==> config.mk <==
export PLATFORM = sky130hd
export DESIGN_NAME = i2c_strap_target
export DESIGN_NICKNAME = d
export VERILOG_FILES = /design/src/rtl/i2c_strap_pkg.sv /design/src/rtl/i2c_line_sync.sv /design/src/rtl/i2c_strap_decode.sv /design/src/rtl/i2c_reg_bank.sv /design/src/rtl/i2c_target_fsm.sv /design/src/rtl/i2c_strap_target.sv
export SDC_FILE = /design/constraint.sdc
export NUM_CORES = 1
export LEC_CHECK = 0
export BUFFER_PORTS_ARGS = -buffer_cell sky130_fd_sc_hd__buf_4
export CELL_PAD_IN_SITES_DETAIL_PLACEMENT = 2
export CELL_PAD_IN_SITES_GLOBAL_PLACEMENT = 2
export CORE_MARGIN = 10
export CORE_UTILIZATION = 44
export CTS_CLUSTER_DIAMETER = 80
export DETAILED_ROUTE_END_ITERATION = 6
export MAX_ROUTING_LAYER = met4
export PLACE_DENSITY = 0.83
export SETUP_SLACK_MARGIN = 0.2
export SLEW_MARGIN = 20
export SYNTH_ARGS = -nofsm -noshare
export SYNTH_HDL_FRONTEND = slang
export SYNTH_SLANG_ARGS = --single-unit
==> constraint.sdc <==
create_clock -name clk -period 2.2 [get_ports clk]
set_input_delay 0.22 -clock clk [delete_from_list [all_inputs] [get_ports clk]]
set_output_delay 0.22 -clock clk [all_outputs]
set_load 0.01 [all_outputs]
==> src/rtl/i2c_strap_pkg.sv <==
package i2c_strap_pkg;
  localparam int BYTE_W = 8;
  localparam logic [4:0] ADDR_UPPER = 5'b10010;

  typedef enum logic [2:0] {
    ST_IDLE,
    ST_RX,
    ST_RX_ACK,
    ST_TX,
    ST_TX_ACK
  } tgt_state_e;

  typedef enum logic [1:0] {
    K_ADDR,
    K_PTR,
    K_DATA
  } byte_kind_e;
endpackage

==> src/rtl/i2c_line_sync.sv <==
module i2c_line_sync #(
  parameter int N_LINES = 3,
  parameter int STAGES  = 2
) (
  input  logic               clk,
  input  logic               rst_n,
  input  logic [N_LINES-1:0] lines_i,
  output logic [N_LINES-1:0] lines_o
);
  for (genvar i = 0; i < N_LINES; i++) begin : g_line
    logic [STAGES-1:0] chain;
    always_ff @(posedge clk or negedge rst_n) begin
      if (!rst_n) chain <= '1;
      else        chain <= {chain[STAGES-2:0], lines_i[i]};
    end
    assign lines_o[i] = chain[STAGES-1];
  end
endmodule

==> src/rtl/i2c_strap_decode.sv <==
module i2c_strap_decode (
  input  logic       clk,
  input  logic       rst_n,
  input  logic       clr_i,
  input  logic       strap_s,
  input  logic       sda_s,
  input  logic       scl_s,
  output logic [1:0] low_bits_o
);
  logic diff_scl, diff_sda, seen_low;
  logic diff_scl_n, diff_sda_n, seen_low_n;

  always_comb begin
    if (clr_i) begin
      diff_scl_n = strap_s ^ scl_s;
      diff_sda_n = strap_s ^ sda_s;
      seen_low_n = ~strap_s;
    end else begin
      diff_scl_n = diff_scl | (strap_s ^ scl_s);
      diff_sda_n = diff_sda | (strap_s ^ sda_s);
      seen_low_n = seen_low | ~strap_s;
    end
  end

  always_ff @(posedge clk or negedge rst_n) begin
    if (!rst_n) begin
      diff_scl <= 1'b1;
      diff_sda <= 1'b1;
      seen_low <= 1'b1;
    end else begin
      diff_scl <= diff_scl_n;
      diff_sda <= diff_sda_n;
      seen_low <= seen_low_n;
    end
  end

  always_comb begin
    if (!diff_scl)      low_bits_o = 2'b11;
    else if (!diff_sda) low_bits_o = 2'b10;
    else if (!seen_low) low_bits_o = 2'b01;
    else                low_bits_o = 2'b00;
  end
endmodule

==> src/rtl/i2c_reg_bank.sv <==
module i2c_reg_bank #(
  parameter int NREG  = 8,
  parameter int DW    = 8,
  localparam int AW   = $clog2(NREG)
) (
  input  logic          clk,
  input  logic          rst_n,
  input  logic          we_i,
  input  logic [AW-1:0] waddr_i,
  input  logic [DW-1:0] wdata_i,
  input  logic [AW-1:0] raddr_i,
  output logic [DW-1:0] rdata_o
);
  logic [DW-1:0] regs [NREG];

  for (genvar r = 0; r < NREG; r++) begin : g_reg
    logic hit;
    assign hit = we_i && (waddr_i == AW'(r));
    always_ff @(posedge clk or negedge rst_n) begin
      if (!rst_n)   regs[r] <= '0;
      else if (hit) regs[r] <= wdata_i;
    end
  end

  assign rdata_o = regs[raddr_i];
endmodule

==> src/rtl/i2c_target_fsm.sv <==
module i2c_target_fsm
  import i2c_strap_pkg::*;
#(
  parameter int PTR_W = 3
) (
  input  logic              clk,
  input  logic              rst_n,
  input  logic              scl_s,
  input  logic              sda_s,
  input  logic [1:0]        low_bits_i,
  input  logic [BYTE_W-1:0] rdata_i,
  output logic [PTR_W-1:0]  ptr_o,
  output logic              sda_pd_o,
  output logic              wr_stb_o,
  output logic [PTR_W-1:0]  wr_addr_o,
  output logic [BYTE_W-1:0] wr_data_o,
  output logic              start_evt_o,
  output logic              in_idle_o
);
  localparam logic [PTR_W-1:0] PTR_ONE = PTR_W'(1);

  tgt_state_e        state, state_n;
  byte_kind_e        kind, kind_n;
  logic [3:0]        cnt, cnt_n;
  logic [BYTE_W-1:0] sh, sh_n;
  logic [PTR_W-1:0]  ptr, ptr_n, waddr_n;
  logic [BYTE_W-1:0] wdata_n;
  logic              rw, rw_n, pd_n, stb_n;
  logic              scl_q, sda_q, st_phase, st_phase_n;
  logic              scl_rise, scl_fall, start_evt, stop_evt;

  assign scl_rise  = scl_s & ~scl_q;
  assign scl_fall  = ~scl_s & scl_q;
  assign start_evt = scl_s & scl_q & sda_q & ~sda_s;
  assign stop_evt  = scl_s & scl_q & ~sda_q & sda_s;

  always_comb begin
    state_n = state; kind_n = kind; cnt_n = cnt; sh_n = sh;
    ptr_n = ptr; rw_n = rw; pd_n = sda_pd_o; stb_n = 1'b0;
    waddr_n = wr_addr_o; wdata_n = wr_data_o;
    st_phase_n = start_evt ? 1'b1 : (scl_fall ? 1'b0 : st_phase);
    if (start_evt) begin
      state_n = ST_RX; kind_n = K_ADDR; cnt_n = '0; pd_n = 1'b0;
    end else if (stop_evt && !st_phase) begin
      state_n = ST_IDLE; pd_n = 1'b0;
    end else begin
      unique case (state)
        ST_RX: begin
          if (scl_rise && cnt < 4'd8) begin
            sh_n  = {sh[BYTE_W-2:0], sda_s};
            cnt_n = cnt + 4'd1;
          end else if (scl_fall && cnt == 4'd8) begin
            case (kind)
              K_ADDR: begin
                if (sh[7:1] == {ADDR_UPPER, low_bits_i}) begin
                  rw_n = sh[0]; pd_n = 1'b1; state_n = ST_RX_ACK;
                end else begin
                  state_n = ST_IDLE;
                end
              end
              K_PTR: begin
                ptr_n = sh[PTR_W-1:0]; pd_n = 1'b1; state_n = ST_RX_ACK;
              end
              default: begin
                stb_n = 1'b1; waddr_n = ptr; wdata_n = sh;
                ptr_n = ptr + PTR_ONE; pd_n = 1'b1; state_n = ST_RX_ACK;
              end
            endcase
          end
        end
        ST_RX_ACK: begin
          if (scl_fall) begin
            cnt_n = '0;
            if (kind == K_ADDR && rw) begin
              state_n = ST_TX; sh_n = rdata_i;
              ptr_n = ptr + PTR_ONE; pd_n = ~rdata_i[7];
            end else begin
              state_n = ST_RX; pd_n = 1'b0;
              kind_n  = (kind == K_ADDR) ? K_PTR : K_DATA;
            end
          end
        end
        ST_TX: begin
          if (scl_rise) begin
            cnt_n = cnt + 4'd1;
          end else if (scl_fall) begin
            if (cnt == 4'd8) begin
              pd_n = 1'b0; state_n = ST_TX_ACK;
            end else begin
              sh_n = {sh[BYTE_W-2:0], 1'b0}; pd_n = ~sh[6];
            end
          end
        end
        ST_TX_ACK: begin
          if (scl_rise) begin
            if (sda_s) state_n = ST_IDLE;
            else       cnt_n = 4'd9;
          end else if (scl_fall && cnt == 4'd9) begin
            cnt_n = '0; state_n = ST_TX; sh_n = rdata_i;
            ptr_n = ptr + PTR_ONE; pd_n = ~rdata_i[7];
          end
        end
        default: ;
      endcase
    end
  end

  always_ff @(posedge clk or negedge rst_n) begin
    if (!rst_n) begin
      state <= ST_IDLE; kind <= K_ADDR; cnt <= '0; sh <= '0;
      ptr <= '0; rw <= 1'b0; sda_pd_o <= 1'b0; wr_stb_o <= 1'b0;
      wr_addr_o <= '0; wr_data_o <= '0;
      scl_q <= 1'b1; sda_q <= 1'b1; st_phase <= 1'b0;
    end else begin
      state <= state_n; kind <= kind_n; cnt <= cnt_n; sh <= sh_n;
      ptr <= ptr_n; rw <= rw_n; sda_pd_o <= pd_n; wr_stb_o <= stb_n;
      wr_addr_o <= waddr_n; wr_data_o <= wdata_n;
      scl_q <= scl_s; sda_q <= sda_s; st_phase <= st_phase_n;
    end
  end

  assign ptr_o       = ptr;
  assign start_evt_o = start_evt;
  assign in_idle_o   = (state == ST_IDLE);
endmodule

==> src/rtl/i2c_strap_target.sv <==
module i2c_strap_target
  import i2c_strap_pkg::*;
#(
  parameter int NREG        = 8,
  parameter int SYNC_STAGES = 2,
  localparam int PTR_W      = $clog2(NREG)
) (
  input  logic              clk,
  input  logic              rst_n,
  input  logic              scl_i,
  input  logic              sda_i,
  input  logic              strap_i,
  output logic              sda_pd_o,
  output logic              wr_stb_o,
  output logic [PTR_W-1:0]  wr_addr_o,
  output logic [BYTE_W-1:0] wr_data_o
);
  logic [2:0]        raw_lines, sync_lines;
  logic              scl_s, sda_s, strap_s;
  logic [1:0]        low_bits;
  logic [PTR_W-1:0]  ptr;
  logic [BYTE_W-1:0] rdata;
  logic              start_evt, in_idle;

  assign raw_lines = {strap_i, sda_i, scl_i};
  assign scl_s     = sync_lines[0];
  assign sda_s     = sync_lines[1];
  assign strap_s   = sync_lines[2];

  i2c_line_sync #(.N_LINES(3), .STAGES(SYNC_STAGES)) u_sync (
    .clk(clk), .rst_n(rst_n), .lines_i(raw_lines), .lines_o(sync_lines)
  );

  i2c_strap_decode u_strap (
    .clk(clk), .rst_n(rst_n), .clr_i(start_evt), .strap_s(strap_s),
    .sda_s(sda_s), .scl_s(scl_s), .low_bits_o(low_bits)
  );

  i2c_reg_bank #(.NREG(NREG), .DW(BYTE_W)) u_regs (
    .clk(clk), .rst_n(rst_n), .we_i(wr_stb_o), .waddr_i(wr_addr_o),
    .wdata_i(wr_data_o), .raddr_i(ptr), .rdata_o(rdata)
  );

  i2c_target_fsm #(.PTR_W(PTR_W)) u_fsm (
    .clk(clk), .rst_n(rst_n), .scl_s(scl_s), .sda_s(sda_s),
    .low_bits_i(low_bits), .rdata_i(rdata), .ptr_o(ptr),
    .sda_pd_o(sda_pd_o), .wr_stb_o(wr_stb_o), .wr_addr_o(wr_addr_o),
    .wr_data_o(wr_data_o), .start_evt_o(start_evt), .in_idle_o(in_idle)
  );
endmodule

Word-level counts from Yosys, hierarchy flattened
Index checks and enable logic that the tools add are counted.
{ "classes": {"add_sub_neg": 2, "n_lt_le_gt_ge": 2, "n_eq_ne": 44, "muxes": 78, "bitwise_logic": 24, "n_reduce_logical": 31} }
{ "ops": {"columns": ["op", "n"], "rows": [
  ["two-way mux 8 bit", 10],
  ["two-way mux 3 bit", 17],
  ["two-way mux 4 bit", 8],
  ["case mux 8 bit (4 select lines)", 1],
  ["two-way mux 1 bit", 25],
  ["binary-select mux 8 bit (select 3 bit)", 1],
  ["!= test 4 x 1 -> 1 bit (second input constant)", 6],
  ["two-way mux 2 bit", 11],
  ["AND reduction 9 bit", 2],
  ["!= test 2 x 1 -> 1 bit (second input constant)", 8],
  ["case mux 4 bit (4 select lines)", 1],
  ["== test 3 bit (second input constant)", 5],
  ["AND reduction 7 bit", 2],
  ["logical AND 1 bit", 13],
  ["== test 3 x 2 -> 1 bit (second input constant)", 4],
  ["!= test 4 bit (second input constant)", 3],
  ["case mux 3 bit (4 select lines)", 1],
  ["NOT 1 bit", 11],
  ["AND reduction 11 bit", 1],
  ["!= test 2 bit (second input constant)", 5],
  ["AND reduction 10 bit", 1],
  ["!= test 3 x 1 -> 1 bit (second input constant)", 3],
  ["case mux 3 bit (3 select lines)", 1],
  ["== test 4 bit (second input constant)", 2],
  ["28 further kinds", 39]
]} }
{ "word_totals": {"regBits": 110, "in_bits": 5, "output_inout_bits": 13} }

Logic depth before layout (Yosys ltp)
Gate-level depths: netlist of the first run.
{ "depth": {"word_depth": 11, "ltp_mapped": 8} }

Cells and area by module
From an unflattened synthesis of the first run, not the netlist that was laid out.
{ "unflattened": {"hier_cells": 410, "area_unflattened_um2": 5492.8} }
{ "modules_own_cells": {"columns": ["module", "n_inst", "cells_per_inst", "area_per_inst_um2", "seq_area_each_um2"], "rows": [
  ["i2c_reg_bank", 1, 172, 2992.9, 1601.5],
  ["i2c_target_fsm", 1, 216, 2188.3, 928.4],
  ["i2c_line_sync", 1, 9, 180.2, 157.7],
  ["i2c_strap_decode", 1, 13, 131.4, 78.8]
]} }

Least setup slack after synthesis of the first run
No wires, ideal clock.
{ "synth_path": {"path_type": "register to register", "startpoint": "reg u_fsm.state[0]", "endpoint": "reg u_fsm.state[0]", "setup_time_ps": 125, "t_arrival_ps": 1832, "t_required_ps": 2075, "path_slack_ps": 244, "stages_incl_launch_ff": 6, "cell_sequence": "dfrtp_1 or3b_1 buf_2 or3b_1 o211ai_2 mux2_2"} }
{ "synth_via": {"elab_chain_len": 4, "word_cells_on_any_way": 17, "cone_classes": "eq/ne (12); mux (3); reduce/logical (2)"} }
{ "synth_lines": {"columns": ["element", "line_no", "text"], "rows": [
  ["start: declaration", "i2c_target_fsm.sv:22", "tgt_state_e state, state_n;"],
  ["start signal: assignment", "i2c_target_fsm.sv:115", "state <= state_n; kind <= kind_n; cnt <= cnt_n; sh <= sh_n;"],
  ["== test 3 bit (tied with other cells)", "i2c_target_fsm.sv:47", "unique case (state)"],
  ["case mux 3 bit (4 select lines)", "i2c_target_fsm.sv:47", null],
  ["two-way mux 3 bit", "i2c_target_fsm.sv:44", "end else if (stop_evt && !st_phase) begin"],
  ["two-way mux 3 bit", "i2c_target_fsm.sv:42", "if (start_evt) begin"]
]} }
Several ways; a longest one is shown, not always the timed one.
A chain may end at the register's enable or synchronous reset.

Worst setup path after layout of the first run
{ "layout_path": {"startpoint": "reg u_fsm.cnt[1]", "endpoint": "reg u_fsm.wr_data_o[6]"} }
{ "layout_via": {"elab_chain_len": 4, "word_cells_on_any_way": 6, "cone_classes": "order compare (1); eq/ne (1); bitwise (1); reduce/logical (3)"} }
{ "layout_lines": {"columns": ["element", "line_no", "text"], "rows": [
  ["start: declaration", "i2c_target_fsm.sv:24", "logic [3:0] cnt, cnt_n;"],
  ["start signal: assignment", "i2c_target_fsm.sv:115", null],
  ["less-than comparator 4 bit", "i2c_target_fsm.sv:49", "if (scl_rise && cnt < 4'd8) begin"],
  ["logical AND 1 bit", "i2c_target_fsm.sv:49", null],
  ["NOT 1 bit (no source line)", null, null],
  ["AND reduction 6 bit (no source line) (*)", null, null],
  ["end signal: assignment", "i2c_target_fsm.sv:117", "wr_addr_o <= waddr_n; wr_data_o <= wdata_n;"],
  ["end: declaration", "i2c_target_fsm.sv:16", "output logic [BYTE_W-1:0] wr_data_o,"]
]} }
Every way passes the cells marked *; elsewhere a longest branch is shown, timed or not.

==> results of run 1 <==
==> logic make-up (layout without fill, tap and decap cells) <==
group | Yosys count | after routing
flip-flops | 110 | 110
AO/OA/AOI/OAI | 52 | 52
XOR/XNOR | 5 | 5
AND/OR/NAND/NOR | 88 | 88
multiplexers | 114 | 114
buffers and inverters | 22 | 88
adder cells (fa/ha/maj) | 4 | 4
==> power by group <==
part           leakage [nW]  switching, mW  internal (mW)
clock                 0.160          0.766           1.12
combinational          1.36          0.189          0.140
sequential             1.50         0.0431           2.06
==> state kept, by name, indices dropped and copies added, names as in the netlist, 2 cells and up <==
name,cells
u_fsm.wr_addr_o,3
u_fsm.cnt,4
u_fsm.kind,2
u_sync.g_line.chain,6
u_fsm.state,3
u_regs.regs,64
u_fsm.ptr_o,3
u_fsm.sh,8
u_fsm.wr_data_o,8
==> layout by cell type (no fill, tap or decap), types with 10 or more instances in the layout <==
master and instances:
dfrtp_1 99, buf_4 59, mux2_4 13, mux4_2 16
clkbuf_16 10, o21ai_0 15, mux2i_1 10, dfstp_2 11
mux2_2 75, nand2_1 26
==> synth_stat cells (2+ instances only) <==
cell type	number
clkbuf_1	7
and2_1	2
mux2i_1	10
o21ai_0	16
o31ai_1	2
o32ai_1	2
xnor2_1	3
nor3b_2	3
mux2_2	81
inv_1	4
nor2_1	5
a22o_1	2
nor3_2	2
nand3b_1	2
dfrtp_1	99
nand4_1	3
nor3b_1	4
nand4b_1	4
and2b_1	2
or2_2	4
nand3_1	4
mux2_4	7
o211ai_1	3
nor2b_1	6
a21oi_1	8
ha_1	4
mux4_2	16
xor2_1	2
dfstp_2	11
nand2b_1	7
nor3_1	4
nand2_1	26
buf_2	8
a21o_1	2
a31oi_1	3
or3b_1	2
and3_1	2
==> metal layers <==
| layer | vias up | share of wire | GRT usage |
|---|---|---|---|
| met4 | 0 | 0.025 | 0.0647 |
| li1 | 1579 | - | - |
| met2 | 72 | 0.52 | 0.344 |
| met1 | 1970 | 0.42 | 0.231 |
| met3 | 30 | 0.033 | 0.0353 |
| met5 | - | 0 | - |
==> area by class of cell <==
cell class / count / area [µm²] / share of cell area
clock buffer: 11 / 233 / 0.0357
clock inverter: 5 / 106 / 0.0163
inverter: 4 / 15.0 / 0.00230
multi-input combinational: 263 / 2640 / 0.405
sequential: 110 / 2770 / 0.424
tap: 147 / 184 / 0.0282
timing repair buffer: 68 / 579 / 0.0888
==> repair_timing <==
action	CTS	global route
resized for setup	10	29
setup endpoints to repair	26	28
setup buffers	8	12
pin swaps	5	13
cloned	0	1
hold buffers	4	0
endpoints found under the hold margin	17	0
==> how the worst max path moves through the flow <==
stage                                         from  cells after the start                        endpoint
6_report                  u_fsm.cnt[1]$_DFFE_PN0P_                      8  u_fsm.wr_data_o[6]$_DFFE_PN0P_
5_1_grt                   u_fsm.cnt[1]$_DFFE_PN0P_                      8  u_fsm.wr_data_o[7]$_DFFE_PN0P_
4_1_cts                   u_fsm.cnt[0]$_DFFE_PN0P_                      7      u_fsm.ptr_o[0]$_DFFE_PN0P_
3_3_place_gp   u_sync.g_line[1].chain[1]$_DFF_PN1_                      6         u_fsm.sh[5]$_DFFE_PN0P_
3_5_place_dp   u_sync.g_line[0].chain[1]$_DFF_PN1_                      6         u_fsm.sh[5]$_DFFE_PN0P_
2_1_floorplan           u_fsm.state[0]$_DFFE_PN0P_                      5      u_fsm.state[0]$_DFFE_PN0P_
==> metrics.md, run 1 <==
| Metric | Value |
|---|---|
| Status | complete, no violations |
| Adder-cell share of the synthesized area | 0.00934 |
| Global-route wire length before repair | 24800 µm |
| CTS Buf Count | 9 |
| Fin crit share | 0.941 |
| Worst R2R Path Depth | 8 |
| Synth Area in Compound Gates | 0.0717 |
| # rows | 40 |
| Hold_ws | 0.266 ns |
| Core area | 12000 µm² |
| Vias in the first global route | 4190 |
| TritonCTS Sinks | 110 |
| Data arrival, critical path | 2.31 ns |
| Crit-path cells | inv_2 > ha_4 > nand3b_1 > buf_4 > nor3_4 > and3_4 > clkbuf_16 > mux2_2 |
| Starting density of the core | 0.448 |
| Max Fclk | 483 MHz |
| Yosys reg bits | 110 |
| Largest family of logic cells by synthesized area | multiplexers |
| Placed Area | 5810 µm² |
| Final setup margin | 0.130 ns |
| Port Buffers | 17 |
| Root buffer cell | clkbuf_16 |
| Nets | 465 |
| Initial antenna violation count | 0 |
| Reg2reg end | u_fsm.wr_data_o[6]$_DFFE_PN0P_ |
| Die X | 130 µm |
| Vias per cell | 6.00 |
| Synth Cell Area | 5360 µm² |
| Fin crit period | 2.07 ns |
| Grt ovf | 0 |
| TritonCTS clock tree | done |
| Slowest CP cell | dfrtp_1 |
| Main synth FF type | dfrtp_1 |
| Max incr delay on CP | 0.41 ns |
| Routed wire per std cell | 28.7 µm |
| Setup violations, final | 0 |
| Largest net degree at the start of global routing | 75 |
| FF-to-FF setup slack | 0.13 ns |
| Ys async rst share | 1.00 |
| Routed Wire Length | 17400 µm |
| Layout area overhead | 21.8% |
| Slew Viols, Final | 0 |
| Top post-synthesis cells by area | dfrtp_1 46%, mux2_2 17%, mux4_2 6.7%, dfstp_2 5.4%, mux2_4 2.0% |
| Crit path max-delay family | simple AND/OR/NAND/NOR gates |
| Number of unique standard cell types used by synthesis | 60 |
| Full die area | 17000 µm² |
| Post-Layout Inst Area | 6520 µm² |
| Post-synth EDFFs | 0 |
| Largest area contributor in the netlist | dfrtp_1 |
| Worst r2r src | u_fsm.cnt[1]$_DFFE_PN0P_ |
| Cells after Synth | 395 |
| Worst vdd ir | 0.594 mV |
| Placed cells | 567 |
| Setup tns final | 0 ns |
| Largest fanout on the critical path | 6 |
| Avg Synthesized Cell Area | 13.6 µm² |
| Total power | 4.32 mW |
| # IOs | 18 |
| Crit path buf inv count | 3 |
| Placement Setup Slack | 0.0669 ns |
| Setup Skew | 0.0106 ns |
| Tightest Hold Check Type | in2async |
| CTS max path bufs | 2 |
| YS warnings | 0 |
| Unrepaired setup endpoints after global routing | true |
| Post-Synth XOR/XNOR Area | 0.00818 |
| Routability-driven placement congestion ratio | 0.876 |
| Via count | 3651 |
| Worst Path Required | 2.44 ns |
| GRT Total Usage | 0.199 |
| Chip height | 130 µm |
| ANT cells | 0 |
| Initial DRC count | 283 |
| Filler cells | 1091 |
| DP HPWL | 10100 µm |
| First-pass iteration count of the detailed router | 4 |
| Fin cells | 608 |
| CTS clk-pin slew, worst paths | 0.07 ns |
| Clk_lat worst skew | 0.36 ns |
| Worst slew margin | 0.564 |
| Final ANT Viol Nets | 0 |
| Layout cells sized above 1 | 0.503 |
| Slew @ Worst Pin | 0.647 ns |
| Max cap viols | 0 |
| Post-Synth Simple-Gate Area | 0.0990 |
| Fin. Hold Viols | 0 |
| Share of the synthesized area in the top cell type | 0.463 |
| Critical path startpoint category | flop |
| P per Cell Area | 662 nW/µm² |
| Pleak | 3.01 nW |
| Crit. End Element | flop |
| Crit Path Class | reg2reg |
| Core Util, Final | 0.545 |
| Mux contribution to synthesized area | 0.276 |
| Sequential area share after synthesis | 0.516 |
| H-Tree Level Count | 3 |
| DR DRC count | 0 |
| Mapped Nets | 404 |
No activity file was read; power rests on OpenSTA's default activity.
==> run 2, diff against run 1 <==
--- a/config.mk
+++ b/config.mk
@@ -5,15 +5,16 @@
 export SDC_FILE = /design/constraint.sdc
 export NUM_CORES = 1
 export LEC_CHECK = 0
+export ABC_AREA = 1
 export BUFFER_PORTS_ARGS = -buffer_cell sky130_fd_sc_hd__buf_4
 export CELL_PAD_IN_SITES_DETAIL_PLACEMENT = 2
 export CELL_PAD_IN_SITES_GLOBAL_PLACEMENT = 2
 export CORE_MARGIN = 10
-export CORE_UTILIZATION = 44
+export CORE_UTILIZATION = 38
 export CTS_CLUSTER_DIAMETER = 80
 export DETAILED_ROUTE_END_ITERATION = 6
 export MAX_ROUTING_LAYER = met4
-export PLACE_DENSITY = 0.83
+export PLACE_DENSITY = 0.85
 export SETUP_SLACK_MARGIN = 0.2
 export SLEW_MARGIN = 20
 export SYNTH_ARGS = -nofsm -noshare
==> metrics.md, run 2 <==
| Metric | Value |
|---|---|
| # IOs | 18 (unchanged) |
| Placed Area | 5800 µm² (-0.24%) |
| Global-route wire length before repair | 29700 µm (+20%) |
| Starting density of the core | 0.390 (-0.0581) |
| Port Buffers | 17 (unchanged) |
| Vias in the first global route | 5354 (+28%) |
| Slew @ Worst Pin | 0.601 ns (-0.0459 ns) |
| Crit Path Class | reg2reg |
| Mapped Nets | 676 (+67%) |
| Data arrival, critical path | 2.11 ns (-0.20 ns) |
| TritonCTS Sinks | 110 (unchanged) |
| Layout cells sized above 1 | 0.145 (-0.359) |
| Status | complete, no violations |
| Grt ovf | 0 (unchanged) |
| Largest regs | u_regs.regs (64), u_fsm.sh (8), u_fsm.wr_data_o (8) |
| Core area | 13900 µm² (+16%) |
| Max reg flops | 64 (unchanged) |
| Max Fclk | 535 MHz (+11%) |
| Largest net degree at the start of global routing | 44 (-41%) |
| Chip height | 140 µm (+7.1%) |
| Filler cells | 1566 (+44%) |
| Fin crit share | 0.849 (-0.0914) |
| Fin crit period | 1.87 ns (-0.201 ns) |
| Setup Skew | 0.00869 ns (-0.00189 ns) |
| Share of the synthesized area in the top cell type | 0.456 (-0.00629) |
| Post-Layout Inst Area | 6130 µm² (-6.0%) |
| Switch share | 0.357 (+0.126) |
| FF-to-FF setup slack | 0.33 ns (+0.20 ns) |
| Largest area contributor in the netlist | dfrtp_1 |
| First-pass iteration count of the detailed router | 4 (unchanged) |
| Synth Cell Area | 5430 µm² (+1.4%) |
| Pleak | 2.91 nW (-3.6%) |
| Main synth FF type | dfrtp_1 |
| H-Tree Level Count | 3 (unchanged) |
| ANT cells | 0 (unchanged) |
| Routability-driven placement congestion ratio | 0.856 (-2.3%) |
| Routed wire per std cell | 20.7 µm (-28%) |
| Initial antenna violation count | 0 (unchanged) |
| Worst vdd ir | 0.483 mV (-19%) |
| Number of unique standard cell types used by synthesis | 39 (-35%) |
| Slowest CP cell | dfrtp_1 |
| # rows | 43 (+7.5%) |
| Max incr delay on CP | 0.42 ns (about the same) |
| Top post-synthesis cells by area | dfrtp_1 46%, nand2_1 13%, o21ai_0 10%, dfstp_2 5.3%, nor2_1 3.9% |
| Most common cell in the synthesized netlist | nand2_1 |
| P_int | 3.44 mW (+3.5%) |
| Largest fanout on the critical path | 5 (-1) |
| Top reg by flops | u_regs.regs |
| Root buffer cell | clkbuf_16 |
| Clk_lat worst skew | 0.36 ns (about the same) |
| Layout area overhead | 12.9% |
| P_sw | 1.91 mW (+91%) |
| Setup tns final | 0 ns (unchanged) |
| TritonCTS clock tree | done |
| CTS max path bufs | 2 (unchanged) |
| Flop pwr share | 0.430 (-0.057) |
| Fin. Hold Viols | 0 (unchanged) |
| Area of the multi-input gates | 2310 µm² (-12%) |
| Crit path buf inv count | 2 (-1) |
| Crit-path cells | inv_2 > nand2_1 > nor2_2 > o21ai_4 > nor3_4 > buf_4 > mux2_2 |
| Combinational share of power | 0.280 (+0.204) |
| Worst Path Required | 2.44 ns (about the same) |
| Yosys reg bits | 110 (unchanged) |
| Initial DRC count | 264 (-6.7%) |
| Die X | 140 µm (+7.1%) |
| Via count | 4734 (+30%) |
| DR DRC count | 0 (unchanged) |
| Final setup margin | 0.331 ns (+0.201 ns) |
| Avg Synthesized Cell Area | 8.14 µm² (-40%) |
| Vias per cell | 5.43 (-9.6%) |
| YS warnings | 0 (unchanged) |
| CTS clk-pin slew, worst paths | 0.07 ns (about the same) |
| Full die area | 19500 µm² (+15%) |
| Slew Viols, Final | 0 (unchanged) |
| Nets | 697 (+50%) |
| P per Cell Area | 872 nW/µm² (+32%) |
| Tightest Hold Check Type | reg2reg |
| Worst slew margin | 0.598 (+0.0342) |
| Sequential cell area | 2770 µm² (unchanged) |
| CTS Buf Count | 9 (unchanged) |
| DP HPWL | 12600 µm (+25%) |
| Total power | 5.35 mW (+24%) |
| Crit path max-delay family | simple AND/OR/NAND/NOR gates |
| Commonest non-fill, non-tap cell in the layout | nand2_1 |
| Sequential area share after synthesis | 0.509 (-0.00702) |
| Max cap viols | 0 (unchanged) |
| Placement Setup Slack | 0.274 ns (+0.207 ns) |
| Post-synth top cells | 188 x nand2_1, 108 x o21ai_0, 99 x dfrtp_1 |
| Highest-count cells in the layout ignoring fill and taps | 188 x nand2_1, 108 x o21ai_0, 99 x dfrtp_1, 57 x nor2_1, 54 x inv_1 |
| Critical path startpoint category | flop |
| Final ANT Viol Nets | 0 (unchanged) |
| Setup violations, final | 0 (unchanged) |
| Cells after Synth | 667 (+69%) |
| Ys async rst share | 1.00 (unchanged) |
| Unrepaired setup endpoints after global routing | false |
| Post-synth EDFFs | 0 (unchanged) |
| Clock share of power | 0.290 (-0.146) |
| GRT Total Usage | 0.194 (-0.00526) |
| Crit. End Element | flop |
| Routed Wire Length | 18000 µm (+3.3%) |
run 2: changes by cell type after synthesis, moves of 9 or more:
cell and delta:
nand2_1 +162, inv_1 +50, nand2_2 +11, o21ai_0 +92, inv_2 +9, mux4_2 -16
nand3_1 +36, nor2_1 +52, o211ai_1 +12, mux2_2 -80, mux2i_1 -10
run 2: per-stage QoR:
stage | instances | utilization | hold slack, ns
3_5_place_dp | 851 | 0.416 | 0.235
2_1_floorplan | 667 | - | -0.0756
6_report | 872 | 0.440 | 0.357
3_3_place_gp | 851 | 0.416 | 0.231
5_1_grt | 872 | 0.440 | 0.363
4_1_cts | 870 | 0.439 | 0.358
run 2: power groups by stage:
stage / clock, mW / combinational, mW / sequential [mW]
2_1_floorplan: 0 / 0.961 / 2.27
3_3_place_gp: 0 / 1.40 / 2.31
3_5_place_dp: 0 / 1.47 / 2.33
4_1_cts: 1.59 / 1.50 / 2.29
5_1_grt: 1.67 / 1.69 / 2.31
6_report: 1.55 / 1.50 / 2.30
run 2: layer usage:
metal | vias to the layer above | global-route usage | part of all wire
met5 | - | - | 0
met4 | 0 | 0.0565 | 0.019
met3 | 23 | 0.0313 | 0.025
met2 | 70 | 0.322 | 0.50
met1 | 2449 | 0.238 | 0.45
li1 | 2192 | - | -
run 2: worst paths after layout:
check | startpoint | endpoint | cells after the start
max | u_fsm.state[2]$_DFFE_PN0P_ | u_fsm.wr_addr_o[2]$_DFFE_PN0P_ | 7
min | u_sync.g_line[1].chain[0]$_DFF_PN1_ | u_sync.g_line[1].chain[1]$_DFF_PN1_ | 0
max reg2reg | u_fsm.state[2]$_DFFE_PN0P_ | u_fsm.wr_addr_o[2]$_DFFE_PN0P_ | 7
min reg2reg | u_sync.g_line[1].chain[0]$_DFF_PN1_ | u_sync.g_line[1].chain[1]$_DFF_PN1_ | 0
max in group asynchronous | rst_n | u_fsm.sda_q$_DFF_PN1_ | 3
min in group asynchronous | rst_n | u_regs.regs[25]$_DFFE_PN0P_ | 2
run 2: worst reg2reg max path: cells and delay by family (launching register included):
family          cells  cell delay [ns]
compound gates      1             0.15
buf+inv             2             0.27
flops               1             0.42
mux                 1             0.33
simple gates        3             0.60
run 2: area by class of cell:
class,count,share of cell area
Tap cell,180,0.0367
Clock buffer,10,0.0390
Clock inverter,5,0.00571
Multi-Input combinational cell,468,0.377
Inverter,65,0.0414
Sequential cell,110,0.451
Timing Repair Buffer,34,0.0494
run 2: timing repair:
action | CTS | global route
resized for setup | 0 | 1
endpoints found under the setup margin | 0 | 12
buffers inserted | 0 | 2
hold endpoints to repair | 39 | 0
hold buffers | 4 | 0
run 2: logic make-up (layout without fill, tap and decap cells):
| family | after synthesis | after routing | synth area share |
|---|---|---|---|
| buffers and inverters | 89 | 114 | 0.0661 |
| AO/OA/AOI/OAI | 138 | 138 | 0.140 |
| adder cells (fa/ha/maj) | 4 | 4 | 0.00922 |
| multiplexers | 1 | 1 | 0.00207 |
| XOR/XNOR | 4 | 4 | 0.00645 |
| AND/OR/NAND/NOR | 321 | 321 | 0.266 |
| flip-flops | 110 | 110 | 0.509 |
